## src/rtl/mpsg_pkg.sv

```systemverilog
package mpsg_pkg;

  // Strobes passed from the rate control to the datapath
  typedef struct packed {
    logic advance;   // step the shared sample address
    logic loadCfg;   // period boundary: load the new phase arrangement
  } mpsgCtrl_t;

  localparam int unsigned NUM_SEL = 8;
  localparam int unsigned NUM_CH  = 3;

  // Output frequency in Hz for each select value
  function automatic int unsigned freqHz(int unsigned sel);
    case (sel)
      0: freqHz = 100;
      1: freqHz = 200;
      2: freqHz = 300;
      3: freqHz = 500;
      4: freqHz = 600;
      5: freqHz = 750;
      6: freqHz = 1000;
      default: freqHz = 1500;
    endcase
  endfunction

endpackage

```

## src/rtl/mpsg_ctrl.sv

```systemverilog
module mpsg_ctrl
  import mpsg_pkg::*;
#(
  parameter int unsigned MCLK_HZ = 7_200_000,
  parameter int unsigned SAMPLES = 240
) (
  input  logic       clk,
  input  logic       rst,
  input  logic [2:0] freqSel,
  input  logic       atEnd,
  output mpsgCtrl_t  strobes
);

  // The slowest rate needs the largest ratio
  localparam int unsigned MAX_RATIO = MCLK_HZ / (SAMPLES * freqHz(0));
  localparam int unsigned DIV_W     = (MAX_RATIO > 2) ? $clog2(MAX_RATIO) : 1;

  logic [DIV_W-1:0] lastCount [NUM_SEL];
  logic [DIV_W-1:0] divCnt;
  logic [2:0]       activeSel;
  logic             tick;

  // Terminal count for each select value, fixed when the block is built
  for (genvar g = 0; g < NUM_SEL; g++) begin : g_ratio
    localparam int unsigned RATIO = MCLK_HZ / (SAMPLES * freqHz(g));
    assign lastCount[g] = DIV_W'(RATIO - 1);
  end

  assign tick = (divCnt == lastCount[activeSel]);

  always_ff @(posedge clk) begin
    if (rst) begin
      divCnt    <= '0;
      activeSel <= freqSel;
    end else if (tick) begin
      divCnt <= '0;
      if (atEnd) activeSel <= freqSel;
    end else begin
      divCnt <= divCnt + DIV_W'(1);
    end
  end

  assign strobes.advance = tick;
  assign strobes.loadCfg = tick & atEnd;

  AST_DIV_BOUND: assert property (@(posedge clk) disable iff (rst)
    divCnt <= lastCount[activeSel]);
  AST_DIV_RESTART: assert property (@(posedge clk) disable iff (rst)
    tick |=> (divCnt == '0));
  AST_SEL_HOLD: assert property (@(posedge clk) disable iff (rst)
    !strobes.loadCfg |=> $stable(activeSel));

endmodule

```

## src/rtl/mpsg_datapath.sv

```systemverilog
module mpsg_datapath
  import mpsg_pkg::*;
#(
  parameter int unsigned SAMPLES = 240,
  parameter int unsigned CODE_W  = 10
) (
  input  logic                          clk,
  input  logic                          rst,
  input  logic                          threePhase,
  input  mpsgCtrl_t                     strobes,
  output logic                          atEnd,
  output logic                          sampleStrobe,
  output logic [NUM_CH-1:0][CODE_W-1:0] chanCode
);

  localparam int unsigned ADDR_W  = $clog2(SAMPLES);
  localparam int unsigned IDX_W   = ADDR_W + 1;
  localparam int unsigned OFF_TRI = SAMPLES / 3;
  localparam int unsigned OFF_QUAD = SAMPLES / 4;
  localparam real         MID_R   = real'((1 << CODE_W) - 1) / 2.0;
  localparam real         PI_R    = 3.141592653589793;
  localparam logic [CODE_W-1:0] MID_CODE = CODE_W'(1 << (CODE_W - 1));

  logic [ADDR_W-1:0] addr;
  logic              activeMode;
  logic [CODE_W-1:0] sineTab [SAMPLES];

  // Sine table computed when the block is built, one entry per sample step
  for (genvar g = 0; g < SAMPLES; g++) begin : g_tab
    localparam real ANG  = 2.0 * PI_R * real'(g) / real'(SAMPLES);
    localparam real SRAW = $sin(ANG);
    localparam real SCLN = (SRAW < 1.0e-9 && SRAW > -1.0e-9) ? 0.0 : SRAW;
    localparam int  CODEV = $rtoi($floor(MID_R + MID_R * SCLN + 0.5));
    assign sineTab[g] = CODE_W'(CODEV);
  end

  assign atEnd = (addr == ADDR_W'(SAMPLES - 1));

  always_ff @(posedge clk) begin
    if (rst) begin
      addr         <= '0;
      activeMode   <= threePhase;
      sampleStrobe <= 1'b0;
    end else begin
      sampleStrobe <= strobes.advance;
      if (strobes.advance) addr <= atEnd ? '0 : addr + ADDR_W'(1);
      if (strobes.loadCfg) activeMode <= threePhase;
    end
  end

  // Per-channel phase offset: add it to the address and take the result modulo the period
  for (genvar k = 0; k < NUM_CH; k++) begin : g_chan
    logic [IDX_W-1:0]  sum;
    logic [ADDR_W-1:0] idx;
    always_comb begin
      sum = {1'b0, addr} + (activeMode ? IDX_W'(k * OFF_TRI) : IDX_W'(k * OFF_QUAD));
      if (sum >= IDX_W'(SAMPLES)) sum = sum - IDX_W'(SAMPLES);
      idx = sum[ADDR_W-1:0];
    end
    if (k == NUM_CH - 1) begin : g_last
      assign chanCode[k] = activeMode ? sineTab[idx] : MID_CODE;
    end else begin : g_other
      assign chanCode[k] = sineTab[idx];
    end
  end

  AST_ADDR_RANGE: assert property (@(posedge clk) disable iff (rst)
    addr < ADDR_W'(SAMPLES));
  AST_ADDR_STEP: assert property (@(posedge clk) disable iff (rst)
    (strobes.advance && !atEnd) |=> (addr == $past(addr) + ADDR_W'(1)));
  AST_ADDR_WRAP: assert property (@(posedge clk) disable iff (rst)
    (strobes.advance && atEnd) |=> (addr == '0));
  AST_ADDR_HOLD: assert property (@(posedge clk) disable iff (rst)
    !strobes.advance |=> $stable(addr));
  AST_MODE_HOLD: assert property (@(posedge clk) disable iff (rst)
    !strobes.loadCfg |=> $stable(activeMode));
  AST_STROBE_SINGLE: assert property (@(posedge clk) disable iff (rst)
    sampleStrobe |=> !sampleStrobe);

endmodule

```

## src/rtl/multiphase_sine_gen.sv

```systemverilog
module multiphase_sine_gen
  import mpsg_pkg::*;
#(
  parameter int unsigned MCLK_HZ = 7_200_000,
  parameter int unsigned SAMPLES = 240,
  parameter int unsigned CODE_W  = 10
) (
  input  logic                          clk,
  input  logic                          rst,
  input  logic [2:0]                    freqSel,
  input  logic                          threePhase,
  output logic                          sampleStrobe,
  output logic [NUM_CH-1:0][CODE_W-1:0] chanCode
);

  mpsgCtrl_t strobes;
  logic      atEnd;

  mpsg_ctrl #(
    .MCLK_HZ (MCLK_HZ),
    .SAMPLES (SAMPLES)
  ) ctrl_i (
    .clk     (clk),
    .rst     (rst),
    .freqSel (freqSel),
    .atEnd   (atEnd),
    .strobes (strobes)
  );

  mpsg_datapath #(
    .SAMPLES (SAMPLES),
    .CODE_W  (CODE_W)
  ) dp_i (
    .clk          (clk),
    .rst          (rst),
    .threePhase   (threePhase),
    .strobes      (strobes),
    .atEnd        (atEnd),
    .sampleStrobe (sampleStrobe),
    .chanCode     (chanCode)
  );

  AST_CODES_STABLE: assert property (@(posedge clk) disable iff (rst)
    !sampleStrobe |-> $stable(chanCode));

endmodule

```

## config.mk

```make
export PLATFORM = sky130hd
export DESIGN_NAME = multiphase_sine_gen
export DESIGN_NICKNAME = d
export VERILOG_FILES = /design/src/rtl/mpsg_pkg.sv /design/src/rtl/mpsg_ctrl.sv /design/src/rtl/mpsg_datapath.sv /design/src/rtl/multiphase_sine_gen.sv
export SDC_FILE = /design/constraint.sdc
export NUM_CORES = 1
export LEC_CHECK = 0
export BUFFER_PORTS_ARGS = -buffer_cell sky130_fd_sc_hd__clkbuf_2
export CORE_MARGIN = 10
export CORE_UTILIZATION = 50
export CTS_BUF_LIST = sky130_fd_sc_hd__clkbuf_8
export DETAILED_ROUTE_END_ITERATION = 10
export PLACE_DENSITY = 0.66
export SYNTH_ARGS = -nofsm -noshare
export SYNTH_HDL_FRONTEND = slang
export SYNTH_HIERARCHICAL = 1
export SYNTH_SLANG_ARGS = --single-unit
```

## constraint.sdc

```tcl
create_clock -name clk -period 3.8 [get_ports clk]
set_input_delay 0 -clock clk [delete_from_list [all_inputs] [get_ports clk]]
set_output_delay 0 -clock clk [all_outputs]
set_load 0.03 [all_outputs]
```

==> run metrics, run 1 <==
status complete, but fails checks; violated checks setup timing; Gate Count Post-Synth 1414; synth cell count leaders nand2_1 (173), nor2_1 (152), a21oi_1 (119), o21ai_0 (114), clkbuf_1 (88); share of cells above drive strength 1 28.6%; area of the core 0.0186 sq mm; f_max 247 MHz; total CTS buffers 3; CP most frequent cell buf_12; total power draw 1.90 mW; Synth top area share 9.12%; WP data required 3.80 ns; fin nets 1549; WP buf/inv 5; die width 157 um; worst skew pair latency 0.26 ns; mean post-synth cell area 6.64 sq um; Final Worst Setup Slack -0.250 ns; post-synthesis register bit count 22; Worst-Margin Slew 1.14 ns; worst r2r path cells 7; Final Hold Fails 0; H-tree levels 1; CTS tree built; vias per cell 7.46; crit-path cells inv_4, ha_4, a211oi_4, xnor2_4, ha_4, nand2_2, o31a_1, and2_4, a21oi_4, buf_12, nand2_8, buf_12, buf_12, a211oi_4, a2111oi_4, a211o_1, a22oi_2, clkbuf_8; Synth cell types 89; IO buf count 36; non-filler cells, final 1722; number of cells after detailed placement 1650; CP Capture Type output port; drt pass-1 iters 8; maximum fanout along the worst path 8; WL final 46800 um; first-pass GRT wire length 68700 um; kind of cell adding the most delay to the critical path compound AO/OA/AOI/OAI gates; clock skew 0.00360 ns; Tmin final 4.05 ns; I/O pins 37; Overall Global Routing Usage 34.8%; slew margin rel. 23.4%; number of synthesized flops with an enable pin 4; unrepaired setup endpoints after global routing true; Worst path depth 18; synthesis warning total 6; antenna cells 0; DR WL/cell 27.2 um; initial DRC count 2255; HPWL after DPL 31200 um; Pwr Density 153 mW/mm^2; initial antenna violation count 0; LEAKAGE 4.82 nW; Root Buffer clkbuf_8; # rows 50; CTS sink cnt 22; Routed Antenna Nets 0; WP data arrival 4.05 ns; most frequent cell after synthesis nand2_1; sequential area share after synthesis 5.12%; worst vdd ir 0.152 mV; number of global-route vias before repair 11500; setup_tns -1.89 ns; fin util 66.7%; critical path type reg -> out; GPL Wtd Cong 1.02; slowest CP cell edfxtp_1; Mapped Nets 1474; CP startpoint kind flop; Hold Crit Depth 2; top post-synthesis cells by area mux4_2 (9.1%), ha_1 (6.9%), nand2_1 (6.9%), a21oi_1 (6.3%), o21ai_0 (6.1%); max incr delay on CP 0.44 ns; Residual DRC 0; vias 12800; Top FF cell, synth dfxtp_1; HP Class in -> reg; Longest Clk Path Bufs 2; largest net degree at the start of global routing 98; Area Overhead vs Synth 32.0%; Tcrit/Tclk final 107%; mapped cell area 0.00938 sq mm; Initial Util 50.5%; setup violators final 13; Clock transition at path regs 0.09 ns; Die Height 157 um; max_cap viols 0; Slew Viols, Final 0; die area 0.0246 sq mm; asr flop ratio synth 0%; area leader, netlist mux4_2; pre-CTS setup slack -0.0101 ns; gr ovfl total 0
where the power goes:
part / switching, mW / total (mW) / internal, mW
sequential: 0.0105 / 0.255 / 0.244
combinational: 0.844 / 1.49 / 0.645
clock: 0.0813 / 0.154 / 0.0723
state kept, by name, indices dropped and copies added (netlist names):
signal,flops
dp_i/activeMode,1
ctrl_i/activeSel,3
dp_i/sampleStrobe,1
dp_i/addr,8
ctrl_i/divCnt,9
layout make-up:
class | instances | area, sq um
sequential | 22 | 483
clock buffer | 3 | 41.3
clock inverter | 1 | 3.75
timing repair buffer | 226 | 2270
inverter | 32 | 123
multi-input combinational | 1204 | 9180
tap | 234 | 293
fill | 1607 | 6190
layer usage:
layer	global-route usage (%)	routed length [um]	vias up
li1	-	-	5520
met5	0	0	-
met4	10.3	1980	0
met1	48.6	18600	6021
met2	49.7	19300	1099
met3	10.8	6910	198
worst paths after layout:
check | from | to | slack, ns
worst min register to register | ctrl_i/divCnt[0] | ctrl_i/divCnt[0] | 0.48
worst max register to register | dp_i/addr[2] | dp_i/activeMode | 1.01
worst max-delay path | dp_i/activeMode | chanCode[16] | -0.25
worst min-delay path | rst | ctrl_i/divCnt[0] | 0.14
repair_timing:
action                                  in CTS  in global routing
gates cloned                                 8                  5
resized for setup                          121                146
setup buffers                               27                 28
hold buffers                                 4                  0
pin swaps                                   47                 64
endpoints found under the setup margin      18                 25
hold endpoints to repair                     4                  0
layout by cell type, fill, tap and decap left out, types with 8 or more instances in the layout:
master / n
nand2_1: 165
nor2_1: 144
buf_4: 138
a21oi_1: 110
o21ai_0: 98
nor3_1: 62
ha_1: 47
nand3_1: 40
mux4_2: 38
o211ai_1: 31
a31oi_1: 29
a211oi_1: 27
mux2i_1: 26
inv_1: 25
buf_6: 22
buf_12: 20
xnor2_1: 18
o21ai_1: 18
clkbuf_2: 18
a311oi_1: 17
dfxtp_1: 16
and3_1: 12
clkbuf_8: 11
o22ai_1: 11
xor2_1: 9
o31ai_1: 9
a21o_1: 8
a21oi_2: 8
a211o_1: 8
a2111oi_4: 8
through the flow:
step                      instance area, sq um  hold WS (ns)
after CTS                                11500         0.132
after floorplan                           9580        0.0691
final                                    12400         0.141
after global routing                     12400         0.181
after detailed placement                 10500         0.179
after global placement                   10500         0.181
cell families (layout without fill, tap and decap cells):
group	after synthesis	in the layout	synth area share [%]
buffers and inverters	188	262	8.49
XOR/XNOR	33	33	3.36
AND/OR/NAND/NOR	512	512	24.4
flip-flops	22	22	5.12
adder cells (fa/ha/maj)	54	54	7.36
AO/OA/AOI/OAI	523	523	37.2
multiplexers	82	82	14.0
Power figures use the tool's default switching activity.
==> inputs of run 2 (changes only) <==
Settings changed: SETUP_SLACK_MARGIN from default to 0.3.
==> run 2 against run 1 <==
Net effect: the run still ends with setup timing left; fmax is essentially flat; count of clock-buffer cells in the layout unchanged; critical path depth shrank 2; die area unchanged; combinational power fell by 3%; design area is 0.30% higher; non-clock buffer count down 7; worst setup slack better by 0.0010 ns; hold slack lost 0.018 ns; critical path type unchanged; critical endpoint is now chanCode[14].
==> run metrics, run 2 (synthesis gave the netlist of run 1 again) <==
commonest non-fill, non-tap cell in the layout nand2_1; fin util 66.9% (+0.20 points); Final Worst Setup Slack -0.248 ns (+0.00104 ns); GPL Wtd Cong 0.991 (-2.9%); initial DRC count 2106 (-6.6%); post-placement cell area 0.0107 sq mm (+2.5%); Initial Util 50.5% (unchanged); worst hold slack 0.123 ns (-0.0180 ns); pre-CTS setup slack -0.117 ns (-0.107 ns); Area Overhead vs Synth 32.4%; vias 12700 (-0.97%); slowest CP cell fa_4; total CTS buffers 3 (unchanged); WP data required 3.80 ns (about the same); fin nets 1545 (-0.26%); total power draw 1.85 mW (-2.2%); WP buf/inv 5 (unchanged); drt pass-1 iters 6 (-2); crit-path cells inv_4, ha_4, fa_4, o21a_1, or3_4, a22oi_4, mux2i_4, nand2_4, buf_12, buf_6, a311oi_2, a211oi_1, nor3_2, buf_4, o32ai_4, clkbuf_8; Pwr Density 149 mW/mm^2 (-2.5%); Flop pwr share 13.7% (+0.3 points); H-tree levels 1 (unchanged); kind of cell adding the most delay to the critical path compound AO/OA/AOI/OAI gates; max reg flops 9 (unchanged); IO buf count 36 (unchanged); LEAKAGE 4.82 nW (+0.10%); WP data arrival 4.05 ns (about the same); Slew Viols, Final 0 (unchanged); Hold Crit Depth 2 (unchanged); Comb pwr share 78.0% (-0.5 points); Int Pwr 0.947 mW (-1.4%); Clock transition at path regs 0.08 ns (about the same); Register Area 484 sq um (+0.26%); reg2reg end dp_i/activeMode; reg2reg setup slack 0.91 ns (-0.10 ns); largest register by flop count ctrl_i/divCnt; Worst-Margin Slew 1.04 ns (-0.0979 ns); number of global-route vias before repair 11600 (+0.81%); WL final 45400 um (-2.9%); clock skew 0.00367 ns (+0.0000650 ns); NetSw 0.907 mW (-3.0%); DR WL/cell 26.4 um (-2.7%); violated checks setup timing; worst r2r path cells 7 (unchanged); worst skew pair latency 0.27 ns (about the same); critical path type reg -> out; FILL cells 1628 (+1.3%); Tcrit/Tclk final 107% (about the same); finished layout cell area 0.0124 sq mm (+0.30%); Overall Global Routing Usage 34.7% (-0.065 points); initial antenna violation count 2 (+2); CP Capture Type output port; Tmin final 4.05 ns (-0.00104 ns); slew margin rel. 30.3% (+6.9 points); antenna cells 0 (unchanged); RR Startpoint dp_i/addr[3]; maximum fanout along the worst path 8 (unchanged); f_max 247 MHz (about the same); die area 0.0246 sq mm (unchanged); Final Hold Fails 0 (unchanged); Root Buffer clkbuf_8; die width 157 um (unchanged); largest net degree at the start of global routing 87 (-11%); Die Height 157 um (unchanged); worst vdd ir 0.212 mV (+40%); # rows 50 (unchanged); commonest non-fill, non-tap cells in the layout nand2_1 (167), nor2_1 (143), buf_4 (127), a21oi_1 (108), o21ai_0 (99); area of the core 0.0186 sq mm (unchanged); first-pass GRT wire length 68700 um (about the same); max incr delay on CP 0.47 ns (+0.03 ns); gr ovfl total 0 (unchanged); CTS sink cnt 22 (unchanged); Routed Antenna Nets 0 (unchanged); unrepaired setup endpoints after global routing true; status complete, but fails checks; Clk pwr share 8.2% (about the same); HP Class in -> reg; setup violators final 14 (+1); I/O pins 37 (unchanged); multi-input logic area 0.00920 sq mm (+0.27%); hold path startpoint rst; Longest Clk Path Bufs 2 (unchanged); max_cap viols 0 (unchanged); CTS tree built; Largest regs ctrl_i/divCnt x9, dp_i/addr x8, ctrl_i/activeSel x3; share of cells above drive strength 1 29.0% (+0.41 points); Residual DRC 0 (unchanged); Hold Path Sink dp_i/addr[1]; CP startpoint kind flop; switching part of the total 48.9% (-0.40 points); vias per cell 7.40 (-0.74%); HPWL after DPL 30200 um (-3.3%)
-- run 2: changes by cell type in the layout (fill, tap and decap cells not counted), sizes merged --
cell,before,now
clkbuf,35,32
bufbuf,2,1
and2,10,12
buf,188,185
clkinvlp,0,2
mux2,9,10
clkinv,4,2
-- run 2: worst max path at each step --
stage | startpoint | end | slack (ns) | depth (start not counted)
after global placement | dp_i/activeMode | chanCode[15] | -0.14 | 14
after detailed placement | dp_i/activeMode | chanCode[15] | -0.12 | 14
after global routing | dp_i/activeMode | chanCode[15] | -0.32 | 15
after CTS | dp_i/activeMode | chanCode[13] | -0.17 | 15
after floorplan | dp_i/activeMode | chanCode[18] | 0.08 | 17
final | dp_i/activeMode | chanCode[14] | -0.25 | 16
-- run 2: per-stage QoR --
step                      std cells  TNS [ns]
after global routing           1718     -3.37
after detailed placement       1649    -0.128
final                          1718     -1.84
after CTS                      1700     -1.47
after global placement         1649    -0.139
after floorplan                1414         0
-- run 2: cell type report --
type	instances	area share, %
timing repair buffer	219	18.3
multi-input combinational	1207	74.0
clock buffer	3	0.332
sequential	22	3.90
clock inverter	1	0.0302
inverter	32	1.07
tap	234	2.36
-- run 2: layer usage --
metal	vias to the layer above	GRT usage [%]	wire length, um
met5	-	0	17
met4	2	10.7	1560
met3	173	9.91	6740
met2	1030	49.8	19000
met1	5994	48.7	18100
li1	5514	-	-
-- run 2: repair_timing --
| action | CTS | global route |
|---|---|---|
| buffers inserted | 34 | 15 |
| hold endpoints to repair | 4 | 0 |
| endpoints found under the setup margin | 25 | 26 |
| pin swaps | 36 | 35 |
| hold buffers | 4 | 0 |
| gates cloned | 9 | 3 |
| gates resized for setup | 134 | 89 |
-- run 2: power groups by stage --
stage                     clock network [mW]  logic, mW  registers (mW)
after CTS                              0.152       1.34           0.255
after detailed placement                   0       1.11           0.260
after global placement                     0       1.11           0.259
final                                  0.153       1.45           0.255
after floorplan                            0      0.828           0.257
after global routing                   0.163       1.52           0.256
